===== config.mk =====
export PLATFORM = sky130hd
export DESIGN_NAME = sio_tx_queue
export DESIGN_NICKNAME = d
export VERILOG_FILES = /design/src/rtl/sio_tx_pkg.sv /design/src/rtl/sio_sclk_sync.sv /design/src/rtl/sio_tx_fifo.sv /design/src/rtl/sio_tx_shifter.sv /design/src/rtl/sio_tx_queue.sv
export SDC_FILE = /design/constraint.sdc
export NUM_CORES = 1
export LEC_CHECK = 0
export ABC_AREA = 1
export BUFFER_PORTS_ARGS = -buffer_cell sky130_fd_sc_hd__buf_2
export CAP_MARGIN = 25
export CORE_MARGIN = 2
export CORE_UTILIZATION = 40
export CTS_BUF_LIST = sky130_fd_sc_hd__clkbuf_8
export DETAILED_ROUTE_END_ITERATION = 16
export RECOVER_POWER = 100
export SLEW_MARGIN = 40
export SYNTH_ARGS = -nofsm -noshare
export SYNTH_HDL_FRONTEND = slang
export SYNTH_HIERARCHICAL = 1
export SYNTH_SLANG_ARGS = --single-unit

===== constraint.sdc =====
create_clock -name clk_i -period 4.15 [get_ports clk_i]
set_clock_uncertainty 0.15 [all_clocks]
set_input_delay 0.415 -clock clk_i [delete_from_list [all_inputs] [get_ports clk_i]]
set_output_delay 0.415 -clock clk_i [all_outputs]
set_load 0.02 [all_outputs]

===== src/rtl/sio_tx_pkg.sv =====
package sio_tx_pkg;
  localparam int unsigned BYTE_W = 8;

  typedef enum logic [1:0] {
    MODE_IDLE0   = 2'b00,
    MODE_IDLE1   = 2'b01,
    MODE_HALF_TX = 2'b10,
    MODE_FULL    = 2'b11
  } xfer_mode_e;

  typedef enum logic [1:0] {
    CMD_NONE0 = 2'b00,
    CMD_NONE1 = 2'b01,
    CMD_NONE2 = 2'b10,
    CMD_CLEAR = 2'b11
  } fifo_cmd_e;
endpackage


===== src/rtl/sio_sclk_sync.sv =====
module sio_sclk_sync (
  input  logic clk_i,
  input  logic rst_ni,
  input  logic sclk_i,
  output logic fall_o
);
  logic s1_q, s2_q, s3_q;

  always_ff @(posedge clk_i or negedge rst_ni) begin
    if (!rst_ni) begin
      s1_q <= 1'b1;
      s2_q <= 1'b1;
      s3_q <= 1'b1;
    end else begin
      s1_q <= sclk_i;
      s2_q <= s1_q;
      s3_q <= s2_q;
    end
  end

  assign fall_o = s3_q & ~s2_q;
endmodule


===== src/rtl/sio_tx_fifo.sv =====
module sio_tx_fifo #(
  parameter int unsigned DEPTH = 4,
  parameter int unsigned W     = 8,
  localparam int unsigned PW   = (DEPTH > 1) ? $clog2(DEPTH) : 1,
  localparam int unsigned CW   = $clog2(DEPTH + 1)
) (
  input  logic          clk_i,
  input  logic          rst_ni,
  input  logic          wr_i,
  input  logic [W-1:0]  wr_data_i,
  input  logic          pop_i,
  input  logic          clr_i,
  output logic [W-1:0]  head_o,
  output logic [CW-1:0] cnt_o,
  output logic [CW-1:0] cnt_nxt_o,
  output logic          empty_o,
  output logic          ovf_o
);
  logic [W-1:0]  mem_q [DEPTH];
  logic [PW-1:0] rd_q, wr_q;
  logic [CW-1:0] cnt_q;
  logic          full, push, pop, ovf_q;

  assign full    = (cnt_q == CW'(DEPTH));
  assign empty_o = (cnt_q == '0);
  assign push    = wr_i & ~full & ~clr_i;
  assign pop     = pop_i & ~empty_o & ~clr_i;

  function automatic logic [PW-1:0] inc(input logic [PW-1:0] p);
    return (p == PW'(DEPTH - 1)) ? '0 : p + 1'b1;
  endfunction

  always_comb begin
    if (clr_i) cnt_nxt_o = '0;
    else       cnt_nxt_o = cnt_q + CW'(push) - CW'(pop);
  end

  always_ff @(posedge clk_i or negedge rst_ni) begin
    if (!rst_ni) begin
      rd_q  <= '0;
      wr_q  <= '0;
      cnt_q <= '0;
      ovf_q <= 1'b0;
    end else begin
      cnt_q <= cnt_nxt_o;
      if (clr_i) begin
        rd_q  <= '0;
        wr_q  <= '0;
        ovf_q <= 1'b0;
      end else begin
        if (push) wr_q <= inc(wr_q);
        if (pop)  rd_q <= inc(rd_q);
        if (wr_i && full) ovf_q <= 1'b1;
      end
    end
  end

  for (genvar i = 0; i < DEPTH; i++) begin : g_slot
    always_ff @(posedge clk_i or negedge rst_ni) begin
      if (!rst_ni)                         mem_q[i] <= '0;
      else if (push && wr_q == PW'(i))     mem_q[i] <= wr_data_i;
    end
  end

  assign head_o = mem_q[rd_q];
  assign cnt_o  = cnt_q;
  assign ovf_o  = ovf_q;
endmodule


===== src/rtl/sio_tx_shifter.sv =====
module sio_tx_shifter #(
  parameter int unsigned W = 8,
  localparam int unsigned BW = $clog2(W)
) (
  input  logic         clk_i,
  input  logic         rst_ni,
  input  logic         pop_i,
  input  logic [W-1:0] head_i,
  input  logic         go_i,
  input  logic         fall_i,
  output logic         buf_valid_o,
  output logic         active_o,
  output logic         sdo_o
);
  logic [W-1:0]  buf_q, sh_q;
  logic          bufv_q, act_q;
  logic [BW-1:0] bit_q;
  logic          load;

  assign load = ~act_q & bufv_q & go_i;

  always_ff @(posedge clk_i or negedge rst_ni) begin
    if (!rst_ni) begin
      buf_q  <= '0;
      bufv_q <= 1'b0;
    end else if (pop_i) begin
      buf_q  <= head_i;
      bufv_q <= 1'b1;
    end else if (load) begin
      bufv_q <= 1'b0;
    end
  end

  always_ff @(posedge clk_i or negedge rst_ni) begin
    if (!rst_ni) begin
      sh_q  <= '0;
      act_q <= 1'b0;
      bit_q <= '0;
    end else if (load) begin
      sh_q  <= buf_q;
      act_q <= 1'b1;
      bit_q <= '0;
    end else if (act_q && fall_i) begin
      if (bit_q == BW'(W - 1)) begin
        act_q <= 1'b0;
      end else begin
        sh_q  <= {sh_q[W-2:0], 1'b0};
        bit_q <= bit_q + 1'b1;
      end
    end
  end

  assign buf_valid_o = bufv_q;
  assign active_o    = act_q;
  assign sdo_o       = act_q ? sh_q[W-1] : 1'b1;
endmodule


===== src/rtl/sio_tx_queue.sv =====
module sio_tx_queue
  import sio_tx_pkg::*;
#(
  parameter int unsigned DEPTH = 4,
  localparam int unsigned CW   = $clog2(DEPTH + 1)
) (
  input  logic              clk_i,
  input  logic              rst_ni,
  input  logic              wr_i,
  input  logic [BYTE_W-1:0] wr_data_i,
  input  logic              txe_wr_i,
  input  logic              txe_val_i,
  input  logic [1:0]        mode_i,
  input  logic [CW-1:0]     fill_lvl_i,
  input  logic              auto_dis_i,
  input  logic              cmd_stb_i,
  input  logic [1:0]        cmd_i,
  input  logic              sclk_i,
  output logic              sdo_o,
  output logic              buf_empty_o,
  output logic              tx_en_o,
  output logic              ovf_o,
  output logic              irq_o
);
  logic              sclk_fall, clr, pop, go;
  logic              fifo_empty, buf_valid, sh_active;
  logic [BYTE_W-1:0] head;
  logic [CW-1:0]     fifo_cnt, fifo_cnt_nxt;
  logic              tx_en_q, irq_q;

  assign clr = cmd_stb_i & (fifo_cmd_e'(cmd_i) == CMD_CLEAR);
  assign pop = ~buf_valid & ~fifo_empty & ~clr;
  assign go  = tx_en_q & (xfer_mode_e'(mode_i) == MODE_HALF_TX);

  sio_sclk_sync u_sync (
    .clk_i  (clk_i),
    .rst_ni (rst_ni),
    .sclk_i (sclk_i),
    .fall_o (sclk_fall)
  );

  sio_tx_fifo #(.DEPTH(DEPTH), .W(BYTE_W)) u_fifo (
    .clk_i     (clk_i),
    .rst_ni    (rst_ni),
    .wr_i      (wr_i),
    .wr_data_i (wr_data_i),
    .pop_i     (pop),
    .clr_i     (clr),
    .head_o    (head),
    .cnt_o     (fifo_cnt),
    .cnt_nxt_o (fifo_cnt_nxt),
    .empty_o   (fifo_empty),
    .ovf_o     (ovf_o)
  );

  sio_tx_shifter #(.W(BYTE_W)) u_shift (
    .clk_i       (clk_i),
    .rst_ni      (rst_ni),
    .pop_i       (pop),
    .head_i      (head),
    .go_i        (go),
    .fall_i      (sclk_fall),
    .buf_valid_o (buf_valid),
    .active_o    (sh_active),
    .sdo_o       (sdo_o)
  );

  always_ff @(posedge clk_i or negedge rst_ni) begin
    if (!rst_ni) begin
      tx_en_q <= 1'b0;
      irq_q   <= 1'b0;
    end else begin
      irq_q <= pop & (fifo_cnt_nxt == fill_lvl_i);
      if (txe_wr_i)
        tx_en_q <= txe_val_i;
      else if (auto_dis_i && fifo_empty && !buf_valid && !sh_active)
        tx_en_q <= 1'b0;
    end
  end

  assign tx_en_o     = tx_en_q;
  assign irq_o       = irq_q;
  assign buf_empty_o = ~buf_valid;
endmodule


==> flow_summary.json, run 1 <==
{
  "grt_start_max_net_pins": 38,
  "grt_use_total_pct": 18.6,
  "timing.fmax_mhz": 311,
  "floorplan.initialDensity_pct": 40.7,
  "placement.io_buffers": 27,
  "worstMarginPinSlew_ps": 1630,
  "drt-pass1-iter-count": 6,
  "worst_reg2reg_path_depth": 20,
  "synth-seq-area-share_pct": 50.0,
  "mappedNetlistNets": 431,
  "crit_path_top_delay_cell": "dfrtp_1",
  "htreeDepth": 3,
  "cts_tree": "built",
  "timing_max_transition_violations_final": 31,
  "power.static_leakage_nw": 1.96,
  "clockRootBuffer": "clkbuf_8",
  "endpoint_kind": "flop",
  "whs_path_depth": 3,
  "floorplan.rows": 33,
  "crit_path_cell_trace": "nor2_1, nand2_1, inv_1, inv_1, nand3_1, inv_1, nand2_1, nor2_1, ha_1, inv_1, ha_1, inv_1, fa_1, nor2_1, inv_1, nand2_1, nand2_1, nor2_1, nand2_1, nor2_2",
  "cts.sinks": 66,
  "post-cts-setup-buffers": 0,
  "global_route_wire_length_before_repair_microns": 12700,
  "drt_drc_violations_left": 0,
  "setup_total_negative_slack_ps": 0,
  "critical-path-top-cell-by-count": "inv_1",
  "postRouteWirelength_microns": 7520,
  "cap_violations": 1,
  "hold_path.class": "in -> reg",
  "clkLatencyLatePin_ps": 350,
  "final-setup-viol-count": 0,
  "worst-path-buf-inv": 6,
  "worst_ep_arrival_time_ps": 3350,
  "failed_checks": "capacitance limit, slew limit",
  "final.period_utilization_pct": 77.5,
  "fraction_of_layout_instances_using_a_drive_strength_above_1_pct": 11.0,
  "place_hpwl_microns": 5010,
  "detail_route.wl_per_cell_microns": 14.1,
  "run_status": "complete, but fails checks",
  "nFillCells": 819,
  "die-height_microns": 94.9,
  "irDropWorstVdd_v": 0.000293,
  "antenna_cells_inserted": 0,
  "synth.lib_cells_used.distinct": 27,
  "grt_overflow_total": 0,
  "rsz_0062_raised_after_global_routing": "false",
  "cts.reportedPaths.clkPinSlew_ps": 80,
  "drt_first_iter_violations": 150,
  "antenna_violating_nets_post_route": 0,
  "cts.path.max_buffers": 2,
  "critPathKind": "reg -> reg",
  "antenna_found_initial": 0,
  "ff_latch_area_sq_um": 1660,
  "ffs_latches_synth": 66,
  "area_overhead_vs_synth_pct": 11.4,
  "critical_path_source_type": "flop",
  "yosys.area.top_type_share_pct": 47.7,
  "layout_common_cells": "158 x nand2_1, 63 x dfrtp_1, 43 x nand4_1",
  "final-instance-count-excl-fill": 533,
  "final_common_cell": "nand2_1",
  "cp_top_family": "simple AND/OR/NAND/NOR gates",
  "via_per_inst": 5.03,
  "crit_required_ps": 4290,
  "syn-mean-instance-area_sq_um": 8.31,
  "floorplan.die_area_sq_um": 9010,
  "synth_area_leader_cell": "dfrtp_1",
  "grt_pass1_vias": 2598,
  "slew_headroom_pct": -8.92,
  "io_pins": 28,
  "post_syn_instances": 398,
  "place_congestion": 0.820,
  "path_max_fanout": 11,
  "cell_total_after_placement": 514,
  "cts_buffers": 9,
  "vias": 2680,
  "synthesis.area_sq_um": 3310,
  "crit_cells": 20,
  "layout_min_cycle_time_ps": 3220,
  "multiInputGateArea_sq_um": 1370,
  "powerDensity_nw_per_um2": 743,
  "synth_top_cells_by_area": "dfrtp_1 48%, nand2_1 18%, nand4_1 7.4%",
  "finish.net_count": 456,
  "yosys_warnings": 6,
  "timing_hold_violations_final": 0,
  "max_stage_delay_ps": 440,
  "floorplan.die.width_microns": 94.9,
  "design.core.area_sq_um": 8130
}
-- kinds of logic after synthesis --
family                     Yosys count  synth area share (%)
adders and majority gates           10                  4.01
xor gates and xnor gates             2                 0.530
and+or+nand+nor                    245                  33.1
AOI/OAI and AO/OA                   28                  4.96
muxes                                1                 0.303
DFF                                 66                  50.0
buffers and inverters               46                  7.07
-- layout make-up --
class | count | share of cell area (%)
clock inverters | 6 | 3.05
well taps | 105 | 3.56
multi-input cells | 286 | 37.2
flip-flops and latches | 66 | 44.9
repair buffers | 32 | 4.68
inverters | 28 | 2.85
clock buffers | 10 | 3.73
-- metrics by stage --
stage | worst slack [ps] | hold slack (ps) | util [%] | power (mW) | cell area, sq um
after floorplan | 1460 | -30.6 | - | 1.84 | 3310
after global placement | 1150 | 196 | 42.5 | 2.06 | 3460
after detailed placement | 1040 | 199 | 42.5 | 2.08 | 3460
after CTS | 1020 | 102 | 45.9 | 2.77 | 3730
after global routing | 692 | 137 | 45.3 | 2.95 | 3690
final | 934 | 122 | 45.3 | 2.74 | 3690
-- state kept, by name (all words and copies together) (netlist names) --
name                 cells
u_sync/s1_q              1
u_fifo/mem_q            32
u_shift/buf_valid_o      1
u_shift/buf_q            8
u_sync/s2_q              1
u_shift/active_o         1
u_fifo/cnt_o             3
u_fifo/ovf_o             1
tx_en_o                  1
irq_o                    1
u_shift/sh_q             8
u_fifo/wr_q              2
u_fifo/rd_q              2
u_shift/bit_q            3
u_sync/s3_q              1
-- worst reg2reg max path, cell delays in order, from the launching register on --
cell and delay [ps]:
dfrtp_1 440, nor2_1 280, nand2_1 120, inv_1 90, inv_1 40, nand3_1 100, inv_1 160, nand2_1 150
nor2_1 80, ha_1 280, inv_1 40, ha_1 160, inv_1 70, fa_1 420, nor2_1 200, inv_1 60
nand2_1 50, nand2_1 40, nor2_1 90, nand2_1 70, nor2_2 70
-- routing by layer --
layer / GRT usage, % / vias up / wire (microns)
met1: 23.9 / 1281 / 3590
met3: 5.27 / 2 / 282
met5: 0 / - / 0
met2: 30.6 / 49 / 3620
li1: - / 1348 / -
met4: 5.31 / 0 / 32
-- power by group --
part / internal, mW / total (mW) / switching [mW]
Combinational: 0.338 / 0.945 / 0.607
Sequential: 0.914 / 1.12 / 0.202
Clock: 0.418 / 0.677 / 0.260
Total: 1.67 / 2.74 / 1.07
-- synth_stat cells (all sizes together) --
master	n
nand2	158
dfrtp	63
nand4	43
nor2	35
inv	28
o21ai	18
buf	16
ha	9
o22ai	8
nand3	7
dfstp	3
clkbuf	2
a21oi	1
fa	1
mux2i	1
nand3b	1
o21a	1
or2	1
xnor2	1
xor2	1
-- what timing repair did --
action	CTS	global route
hold buffers	2	0
hold endpoints to repair	27	0
gates resized for setup	0	0
-- worst paths after layout --
kind,from,end,slack (ps)
min reg2reg,u_sync/s1_q$_DFF_PN1_,u_sync/s2_q$_DFF_PN1_,220
max,u_fifo/cnt_o[1]$_DFF_PN0_,irq_o$_DFF_PN0_,930
min,txe_val_i,tx_en_o$_DFFE_PN0P_,120
min in group asynchronous,rst_ni,u_shift/active_o$_DFFE_PN0P_,870
max reg2reg,u_fifo/cnt_o[1]$_DFF_PN0_,irq_o$_DFF_PN0_,930
max in group asynchronous,rst_ni,u_fifo/mem_q[1]$_DFFE_PN0P_,1280
(Power assumes the default switching activity.)
==> run 2: changes to the inputs <==
Clock period 4.15 ns to 2.8 ns, I/O delays scaled along.
==> flow_summary.json, run 2 (synthesis gave the netlist of run 1 again) <==
{
  "power.static_leakage_nw": 2.06,
  "area_overhead_vs_synth_pct": 18.2,
  "layout_min_cycle_time_ps": 2690,
  "clockRootBuffer": "clkbuf_8",
  "multiInputGateArea_sq_um": 1470,
  "htreeDepth": 3,
  "grt_start_max_net_pins": 36,
  "drt_drc_violations_left": 0,
  "rsz_0062_raised_after_global_routing": "true",
  "final_common_cell": "nand2_1",
  "path_max_fanout": 3,
  "ff_latch_area_sq_um": 1660,
  "cts.path.max_buffers": 2,
  "timing_max_transition_violations_final": 32,
  "p_total_mw": 4.20,
  "fraction_of_layout_instances_using_a_drive_strength_above_1_pct": 19.4,
  "met2_wirelength_microns": 3820,
  "cts.sinks": 66,
  "timing.fmax_mhz": 371,
  "powerDensity_nw_per_um2": 1070,
  "antenna_cells_inserted": 0,
  "floorplan.rows": 33,
  "largestRegisters": "u_fifo/mem_q x32, u_shift/buf_q x8, u_shift/sh_q x8",
  "worstMarginPinSlew_ps": 1840,
  "timing_hold_violations_final": 0,
  "nFillCells": 798,
  "critical_path_source_type": "flop",
  "grt_pass1_vias": 2731,
  "drt-pass1-iter-count": 4,
  "finish.net_count": 472,
  "antenna_violating_nets_post_route": 0,
  "grt_use_total_pct": 18.7,
  "place_congestion": 0.794,
  "irDropWorstVdd_v": 0.000497,
  "floorplan.die.width_microns": 94.9,
  "postRouteWirelength_microns": 7710,
  "cap_violations": 1,
  "largest-register": "u_fifo/mem_q",
  "highest_layer": "met4",
  "run_status": "complete, but fails checks",
  "cts.reportedPaths.clkPinSlew_ps": 70,
  "dr_wl_met3_microns": 360,
  "final-instance-count-excl-fill": 549,
  "max_reg_flops": 32,
  "grt_overflow_total": 0,
  "floorplan.die_area_sq_um": 9010,
  "detail_route.wl_per_cell_microns": 14.0,
  "critPathKind": "reg -> reg",
  "final-setup-viol-count": 0,
  "drt_first_iter_violations": 194,
  "hold_path.class": "in -> reg",
  "endpoint_kind": "flop",
  "global_route_wire_length_before_repair_microns": 13100,
  "floorplan.initialDensity_pct": 40.7,
  "die-height_microns": 94.9,
  "io_pins": 28,
  "worst_ep_arrival_time_ps": 2810,
  "via_per_inst": 5.03,
  "final.period_utilization_pct": 96.2,
  "cts_tree": "built",
  "slew_headroom_pct": -22.7,
  "layout_common_cells": "153 x nand2_1, 63 x dfrtp_1, 39 x nand4_1",
  "detail_route.wirelength.met1_microns": 3490,
  "place_hpwl_microns": 5000,
  "clkLatencyLatePin_ps": 340,
  "vias": 2761,
  "finished_core_util_pct": 48.1,
  "antenna_found_initial": 0,
  "cts_buffers": 9,
  "failed_checks": "capacitance limit, slew limit",
  "design.core.area_sq_um": 8130,
  "cell_total_after_placement": 521,
  "placement.io_buffers": 27,
  "crit_required_ps": 2920,
  "setup_total_negative_slack_ps": 0
}
==> run 2: cell count changes in the layout (fill, tap and decap cells not counted), sizes merged <==
cell	change
buf	+17
inv	+1
bufinv	-1
clkinv	-2
dlygate4sd3	+2
clkbuf	-1
==> run 2: worst paths after layout <==
kind	start	endpoint	slack, ps	depth (start not counted)
setup / recovery	u_fifo/cnt_o[1]$_DFF_PN0_	irq_o$_DFF_PN0_	110	20
hold / removal	wr_data_i[3]	u_fifo/mem_q[3]$_DFFE_PN0P_	70	3
setup reg to reg	u_fifo/cnt_o[1]$_DFF_PN0_	irq_o$_DFF_PN0_	110	20
hold reg to reg	u_sync/s1_q$_DFF_PN1_	u_sync/s2_q$_DFF_PN1_	210	0
max in group asynchronous	rst_ni	u_shift/buf_q[3]$_DFFE_PN0P_	600	2
min in group asynchronous	rst_ni	u_shift/bit_q[2]$_DFFE_PN0P_	830	2
==> run 2: per-layer routing <==
metal  track usage [%]  vias to the layer above
met3              5.11                        6
met1              24.3                     1313
met2              31.4                       62
met5                 0                        -
li1                  -                     1380
met4              3.62                        0
==> run 2: through the flow <==
step           worst slack, ps  hold slack [ps]  cell area, sq um
2_1_floorplan              107             -166              3310
3_3_place_gp               108              197              3530
3_5_place_dp             -21.0              197              3530
4_1_cts                   18.0             34.2              3820
5_1_grt                  -47.2             66.2              3910
6_report                   107             67.4              3910
==> run 2: repair_timing <==
item	CTS	global route
buffers inserted	2	6
pin swaps	3	10
setup endpoints to repair	1	1
endpoints found under the hold margin	33	0
hold buffers	4	0
gates cloned	0	0
gates resized for setup	3	15
==> run 2: final cells by class <==
class	count	share of cell area [%]
clock buffer	12	4.22
clock inverter	4	1.73
inverter	28	2.69
multi-input combinational	286	37.6
sequential	66	42.3
tap	105	3.36
timing repair buffer	48	8.13
==> run 2: critical path, stage by stage, from the launching register on <==
cell and delay, ps:
dfrtp_1 390, nor2_2 160, nand2_2 100, inv_2 70
inv_1 40, nand3_2 80, inv_2 50, nand2_4 70
nor2_4 50, ha_4 220, inv_2 40, ha_2 150
inv_2 40, fa_1 470, nor2_2 130, inv_1 60
nand2_1 60, nand2_1 50, nor2_1 100, nand2_1 80
nor2_2 70
==> run 2: power breakdown <==
group,total (mW),switching (mW),internal [mW],leakage [nW]
registers,1.60,0.242,1.36,0.823
clock network,0.921,0.353,0.569,0.125
logic,1.68,1.03,0.647,1.12
